File: src/rtl/cobs_rx_pkg.sv
package cobs_rx_pkg;

   typedef enum logic [1:0] {
      ST_HUNT = 2'd0,
      ST_CODE = 2'd1,
      ST_DATA = 2'd2
   } cobs_st_e;

   localparam logic [7:0] DELIM = 8'h00;

   function automatic logic is_delim(input logic [7:0] b);
      return b == DELIM;
   endfunction

endpackage

File: src/rtl/cobs_rx_decode.sv
module cobs_rx_decode
   import cobs_rx_pkg::*;
(
   input  logic       clk,
   input  logic       rst_n,
   input  logic       byte_vld,
   input  logic [7:0] byte_val,
   input  logic       ovr,
   output logic       pay_vld,
   output logic [7:0] pay_byte,
   output logic       delim,
   output cobs_st_e   state_o
);

   cobs_st_e   st, nxt_st;
   logic [7:0] skip, nxt_skip;

   always_comb begin
      pay_vld  = 1'b0;
      pay_byte = byte_val;
      delim    = 1'b0;
      nxt_st   = st;
      nxt_skip = skip;
      if (ovr) begin
         nxt_st = ST_HUNT;
      end else if (byte_vld) begin
         if (is_delim(byte_val)) begin
            delim  = 1'b1;
            nxt_st = ST_CODE;
         end else begin
            unique case (st)
               ST_HUNT: ;
               ST_CODE: begin
                  nxt_skip = byte_val;
                  nxt_st   = ST_DATA;
               end
               ST_DATA: begin
                  pay_vld = 1'b1;
                  if (skip == 8'd1) begin
                     pay_byte = DELIM;
                     nxt_skip = byte_val;
                  end else begin
                     nxt_skip = skip - 8'd1;
                  end
               end
               default: nxt_st = ST_HUNT;
            endcase
         end
      end
   end

   always_ff @(posedge clk) begin
      if (!rst_n) begin
         st   <= ST_HUNT;
         skip <= 8'd0;
      end else begin
         st   <= nxt_st;
         skip <= nxt_skip;
      end
   end

   assign state_o = st;

   // while in payload the remaining count is never zero
   assert_skip_live_R4: assert property (@(posedge clk) disable iff (!rst_n)
      (st == ST_DATA) |-> (skip != 8'd0));

endmodule

File: src/rtl/cobs_rx_frame_wr.sv
module cobs_rx_frame_wr #(
   parameter int MAX_LEN = 254,
   parameter int LEN_W   = 8
) (
   input  logic                       clk,
   input  logic                       rst_n,
   input  logic                       pay_vld,
   input  logic [7:0]                 pay_byte,
   input  logic                       delim,
   input  logic                       clr,
   output logic                       wr_en,
   output logic [$clog2(MAX_LEN)-1:0] wr_addr,
   output logic [7:0]                 wr_data,
   output logic                       eof_valid,
   output logic [LEN_W-1:0]           eof_len
);

   localparam int ADDR_W = $clog2(MAX_LEN);
   localparam int POS_W  = $clog2(MAX_LEN + 1);
   localparam logic [LEN_W-1:0] LEN_BAD = {LEN_W{1'b1}};
   localparam logic [POS_W-1:0] POS_LIM = POS_W'(MAX_LEN);

   logic [POS_W-1:0] pos;
   logic             too_long;

   always_ff @(posedge clk) begin
      if (!rst_n) begin
         pos       <= '0;
         too_long  <= 1'b0;
         wr_en     <= 1'b0;
         wr_addr   <= '0;
         wr_data   <= '0;
         eof_valid <= 1'b0;
         eof_len   <= '0;
      end else begin
         wr_en     <= 1'b0;
         eof_valid <= 1'b0;
         if (clr) begin
            pos      <= '0;
            too_long <= 1'b0;
         end else if (delim) begin
            eof_valid <= 1'b1;
            eof_len   <= too_long ? LEN_BAD : LEN_W'(pos);
            pos       <= '0;
            too_long  <= 1'b0;
         end else if (pay_vld) begin
            if (pos < POS_LIM) begin
               wr_en   <= 1'b1;
               wr_addr <= ADDR_W'(pos);
               wr_data <= pay_byte;
               pos     <= pos + 1'b1;
            end else begin
               too_long <= 1'b1;
            end
         end
      end
   end

   assert_wr_in_range_R7: assert property (@(posedge clk) disable iff (!rst_n)
      wr_en |-> (int'(wr_addr) < MAX_LEN));

   assert_len_legal_R7: assert property (@(posedge clk) disable iff (!rst_n)
      eof_valid |-> ((int'(eof_len) <= MAX_LEN) || (eof_len == LEN_BAD)));

endmodule

File: src/rtl/cobs_rx_ovf_cnt.sv
module cobs_rx_ovf_cnt #(
   parameter int OVF_W   = 16,
   parameter bit SAT_OVF = 1'b1
) (
   input  logic             clk,
   input  logic             rst_n,
   input  logic             ovr,
   output logic [OVF_W-1:0] cnt
);

   localparam logic [OVF_W-1:0] CNT_TOP = {OVF_W{1'b1}};

   generate
      if (SAT_OVF) begin : g_sat
         always_ff @(posedge clk) begin
            if (!rst_n)                     cnt <= '0;
            else if (ovr && cnt != CNT_TOP) cnt <= cnt + 1'b1;
         end

         assert_ovf_sat_R9: assert property (@(posedge clk) disable iff (!rst_n)
            (ovr && cnt == CNT_TOP) |=> (cnt == CNT_TOP));

         assert_ovf_step_R8: assert property (@(posedge clk) disable iff (!rst_n)
            (ovr && cnt != CNT_TOP) |=> (cnt == $past(cnt) + 1'b1));
      end else begin : g_wrap
         always_ff @(posedge clk) begin
            if (!rst_n)   cnt <= '0;
            else if (ovr) cnt <= cnt + 1'b1;
         end

         assert_ovf_step_R8: assert property (@(posedge clk) disable iff (!rst_n)
            ovr |=> (cnt == $past(cnt) + 1'b1));
      end
   endgenerate

   assert_ovf_hold_R10: assert property (@(posedge clk) disable iff (!rst_n)
      !ovr |=> $stable(cnt));

endmodule

File: src/rtl/cobs_frame_rx.sv
module cobs_frame_rx
   import cobs_rx_pkg::*;
#(
   parameter int MAX_LEN = 254,
   parameter int LEN_W   = 8,
   parameter int OVF_W   = 16,
   parameter bit SAT_OVF = 1'b1
) (
   input  logic                       clk,
   input  logic                       rst_n,
   input  logic                       rx_valid,
   input  logic [7:0]                 rx_data,
   input  logic                       rx_overrun,
   output logic                       wr_en,
   output logic [$clog2(MAX_LEN)-1:0] wr_addr,
   output logic [7:0]                 wr_data,
   output logic                       eof_valid,
   output logic [LEN_W-1:0]           eof_len,
   output logic [OVF_W-1:0]           ovf_count
);

   generate
      if (MAX_LEN < 2) begin : g_bad_max
         $error("cobs_frame_rx: MAX_LEN must be at least 2");
      end
      if (MAX_LEN >= (1 << LEN_W) - 1) begin : g_bad_len
         $error("cobs_frame_rx: LEN_W must leave a length code above MAX_LEN");
      end
      if (OVF_W < 1) begin : g_bad_ovf
         $error("cobs_frame_rx: OVF_W must be positive");
      end
   endgenerate

   logic       pay_vld;
   logic [7:0] pay_byte;
   logic       delim;
   cobs_st_e   dec_st;

   cobs_rx_decode u_dec (
      .clk      (clk),
      .rst_n    (rst_n),
      .byte_vld (rx_valid),
      .byte_val (rx_data),
      .ovr      (rx_overrun),
      .pay_vld  (pay_vld),
      .pay_byte (pay_byte),
      .delim    (delim),
      .state_o  (dec_st)
   );

   cobs_rx_frame_wr #(.MAX_LEN(MAX_LEN), .LEN_W(LEN_W)) u_wr (
      .clk       (clk),
      .rst_n     (rst_n),
      .pay_vld   (pay_vld),
      .pay_byte  (pay_byte),
      .delim     (delim),
      .clr       (rx_overrun),
      .wr_en     (wr_en),
      .wr_addr   (wr_addr),
      .wr_data   (wr_data),
      .eof_valid (eof_valid),
      .eof_len   (eof_len)
   );

   cobs_rx_ovf_cnt #(.OVF_W(OVF_W), .SAT_OVF(SAT_OVF)) u_ovf (
      .clk   (clk),
      .rst_n (rst_n),
      .ovr   (rx_overrun),
      .cnt   (ovf_count)
   );

   assert_hunt_drop_R2: assert property (@(posedge clk) disable iff (!rst_n)
      (dec_st == ST_HUNT && rx_valid && rx_data != 8'h00 && !rx_overrun)
         |=> (!wr_en && !eof_valid));

   assert_delim_eof_R3: assert property (@(posedge clk) disable iff (!rst_n)
      (rx_valid && rx_data == 8'h00 && !rx_overrun) |=> eof_valid);

   assert_code_silent_R4: assert property (@(posedge clk) disable iff (!rst_n)
      (dec_st == ST_CODE && rx_valid && rx_data != 8'h00 && !rx_overrun) |=> !wr_en);

   assert_ovr_quiet_R8: assert property (@(posedge clk) disable iff (!rst_n)
      rx_overrun |=> (!wr_en && !eof_valid));

   assert_idle_quiet_R10: assert property (@(posedge clk) disable iff (!rst_n)
      (!rx_valid && !rx_overrun) |=> (!wr_en && !eof_valid));

   assert_wr_eof_excl_R10: assert property (@(posedge clk) disable iff (!rst_n)
      !(wr_en && eof_valid));

endmodule

File: config.mk
export PLATFORM = sky130hd
export DESIGN_NAME = cobs_frame_rx
export DESIGN_NICKNAME = d
export VERILOG_FILES = /design/src/rtl/cobs_rx_pkg.sv /design/src/rtl/cobs_rx_decode.sv /design/src/rtl/cobs_rx_frame_wr.sv /design/src/rtl/cobs_rx_ovf_cnt.sv /design/src/rtl/cobs_frame_rx.sv
export SDC_FILE = /design/constraint.sdc
export NUM_CORES = 1
export LEC_CHECK = 0
export BUFFER_PORTS_ARGS = -buffer_cell sky130_fd_sc_hd__buf_2
export CELL_PAD_IN_SITES_DETAIL_PLACEMENT = 1
export CELL_PAD_IN_SITES_GLOBAL_PLACEMENT = 2
export CORE_MARGIN = 8
export CORE_UTILIZATION = 29
export CTS_CLUSTER_SIZE = 24
export DETAILED_ROUTE_END_ITERATION = 8
export PLACE_DENSITY_LB_ADDON = 0.1
export SYNTH_ARGS = -nofsm -noshare
export SYNTH_HDL_FRONTEND = slang
export SYNTH_SLANG_ARGS = --single-unit
File: constraint.sdc
create_clock -name clk -period 1.95 [get_ports clk]
set_clock_uncertainty 0.15 [all_clocks]
set_input_delay 0.195 -clock clk [delete_from_list [all_inputs] [get_ports clk]]
set_output_delay 0.195 -clock clk [all_outputs]
set_load 0.02 [all_outputs]
==> flow_summary.toml <==
[run_status]
outcome = "completed"

[place]
dpl.hpwl_um = 6950
pre_cts_ws_ns = 0.00201
io_buffers = 53
gp_congestion = 0.782
place_area_sq_mm = 0.00373

[yosys]
avgSynthCellArea_sq_um = 8.45
synthArstFlopShare = 0
synthesis.instances = 349
syn-num-nets = 368
synthFlopType = "dfxtp_1"
ys_seq_elements = 61
ys_warn_count = 0
synth.area.top_cells = "dfxtp_1, nor2_1, nand3_1"
synth_edf_count = 0
yosysTopAreaCellShare = 0.414
ys_seq_area_frac = 0.414
yosysTopAreaCell = "dfxtp_1"
synth_area_sq_mm = 0.00295
ys_types = 47

[floorplan]
io_pins = 54
die_h_um = 117
rows = 37
die-area_sq_mm = 0.0137
start_util = 0.292
coreArea_sq_mm = 0.0101
fp.dieW_um = 117

[timing]
worst_pin_slew_ns = 0.448
rsz0062_at_grt = "false"
slew_violations = 0
setup-tns-final_ns = 0
fmax_ghz = 0.550
fin_crit_ns = 1.82
finalHoldViolations = 0
slew_headroom = 0.699
setup_slack_ns = 0.132
period_share = 0.932
setup_viol = 0

[job]
max_cap_viol_count = 0

[cts]
numCtsBuffers = 9
cts_tree = "done"
cts-root-buf = "clkbuf_8"
clockBufferDepth = 2
cts_sinks = 61
clkTransAtPathRegs_ns = 0.08
ctsHtreeMaxLevel = 3
clk_latency_ns = 0.35

[power]
leakage_nw = 1.63
power-per-cell-area_mw_per_mm2 = 675
ir_drop_v = 0.000325

[setup_path]
critical_path_class = "reg2reg"
arrival_ns = 1.95
r2r-end = "u_wr.pos[7]"
cpPeakStageDelay_ns = 0.34
cp_cell_sequence = "inv_1 > ha_2 > o211ai_4 > or2_1 > buf_12 > or3_1 > a21oi_1"
critPathMaxFanout = 18
slowest_stage = "or3_1"
cp-end-kind = "register"
required_ns = 2.08
r2r_start = "u_dec.state_o[0]"
start_kind = "register"
reg2reg_depth = 7
rrSetupSlack_ns = 0.13

[global_routing]
gr-total-overflow = 0
first_global_vias = 2962
antenna_found_initial = 0
grt_use_total = 0.142
grt_start_max_net_pins = 30
grt_pass1_wl_um = 15100

[detailed_routing]
vias = 2877
avgRoutedWirePerCell_um = 15.5
viasPerCell = 4.87
drt-initial-drc-count = 91
firstDrtPassIters = 4
wl_um = 9160
drc = 0
detail-route-antenna-nets = 0

[hold_path]
hold_class = "in2reg"
whs_endpoint = "u_wr.wr_data[1]"
hold_path_startpoint = "rx_data[1]"
whs_path_depth = 4

[cells_and_area]
final_util = 0.394
num-nets-final = 469
insertedDiodeCount = 0
drive_above_1_share = 0.327
fin_area_sq_mm = 0.00398
area_growth_pct = 34.8
cell type report:
cell class                      count  area (sq um)
Clock buffer                        9           124
Clock inverter                      7          97.6
Fill cell                        1281          6120
Inverter                           10          37.5
Multi-Input combinational cell    259          1570
Sequential cell                    61          1220
Tap cell                          136           170
Timing Repair Buffer              109           751
metrics by stage:
| step | hold slack [ns] | power (W) | std cells |
|---|---|---|---|
| 2_1_floorplan | 0.189 | 0.00135 | 349 |
| 3_3_place_gp | 0.301 | 0.00142 | 574 |
| 3_5_place_dp | 0.303 | 0.00142 | 574 |
| 4_1_cts | 0.0731 | 0.00274 | 591 |
| 5_1_grt | 0.0814 | 0.00280 | 591 |
| 6_report | 0.0816 | 0.00268 | 591 |
routing by layer:
metal,GRT usage,up-vias,wire length [um]
met3,0.0364,9,347
met5,0,-,0
met4,0.0410,0,100
met1,0.175,1400,4210
li1,-,1436,-
met2,0.238,32,4500
sequential cells by signal (all words and copies together), names as in the netlist:
signal / count
u_wr.too_long: 1
u_dec.skip: 8
u_wr.wr_data: 8
u_wr.pos: 8
u_wr.wr_en: 1
u_wr.eof_len: 8
u_wr.wr_addr: 8
u_wr.eof_valid: 1
u_ovf.cnt: 16
u_dec.state_o: 2
synth_stat cells (all sizes together) (2+ instances only):
library cell / count
or4: 4
and4: 5
o22ai: 2
nor3: 24
or3: 3
xnor2: 13
dfxtp: 61
buf: 10
nor4: 6
nand3: 34
and2: 3
nand2b: 3
a21oi: 15
o31ai: 2
nor2: 44
clkbuf: 9
xor2: 5
ha: 7
nand4: 6
inv: 10
o41ai: 2
nand2: 30
and3: 5
a211oi: 5
mux2i: 2
o211ai: 3
a31oi: 2
nor4b: 3
o21ai: 23
cell usage in the layout (no fill, tap or decap), types with 6 or more instances in the layout:
cell      count
dfxtp_1      60
buf_2        53
buf_4        50
nor2_1       44
nand2_1      30
nand3_1      30
nor3_1       24
a21oi_1      15
xnor2_1      13
o21ai_2      12
o21ai_0      11
inv_1        10
clkbuf_8      9
nand4_1       6
ha_1          6
worst max-delay path: cells and delay by family, from the launching register on:
family | cells | cell delay, ns
DFF | 1 | 0.31
and+or+nand+nor | 2 | 0.59
AOI/OAI and AO/OA | 2 | 0.23
buffers and inverters | 2 | 0.25
adders and majority gates | 1 | 0.23
worst max-delay path by stage:
stage	slack [ns]	from	depth (start not counted)	to
floorplan	0.03	u_dec.skip[0]	7	u_dec.skip[3]
finish	0.13	u_dec.state_o[0]	7	u_wr.pos[7]
CTS	0.09	u_dec.state_o[0]	7	u_wr.pos[7]
detailed placement	0.002	rx_data[2]	8	u_wr.wr_data[5]
global route	0.03	u_dec.state_o[0]	7	u_wr.pos[7]
global placement	0.04	rx_data[2]	8	u_wr.wr_data[3]
logic make-up (layout without fill, tap and decap cells):
logic type / after synthesis / after routing / share of synthesized area
and+or+nand+nor: 174 / 174 / 0.303
DFF: 61 / 61 / 0.414
AOI/OAI and AO/OA: 58 / 58 / 0.136
buffers and inverters: 29 / 135 / 0.0568
xor gates and xnor gates: 18 / 18 / 0.0535
adders and majority gates: 7 / 7 / 0.0297
muxes: 2 / 2 / 0.00679
report_power, final:
| group | leakage, nW | internal, W | total [W] | switching [W] |
|---|---|---|---|---|
| clock network | 0.106 | 0.000726 | 0.00129 | 0.000565 |
| registers | 0.492 | 0.00125 | 0.00125 | 0.00000446 |
| logic | 1.03 | 0.0000566 | 0.000140 | 0.0000833 |
repair_timing:
item                                    CTS  global route
endpoints found under the setup margin    0             7
hold buffers                              1             0
hold endpoints to repair                  1             0
setup buffers                             0             0
gates resized for setup                   0             4
No activity file was read; power rests on OpenSTA's default activity.
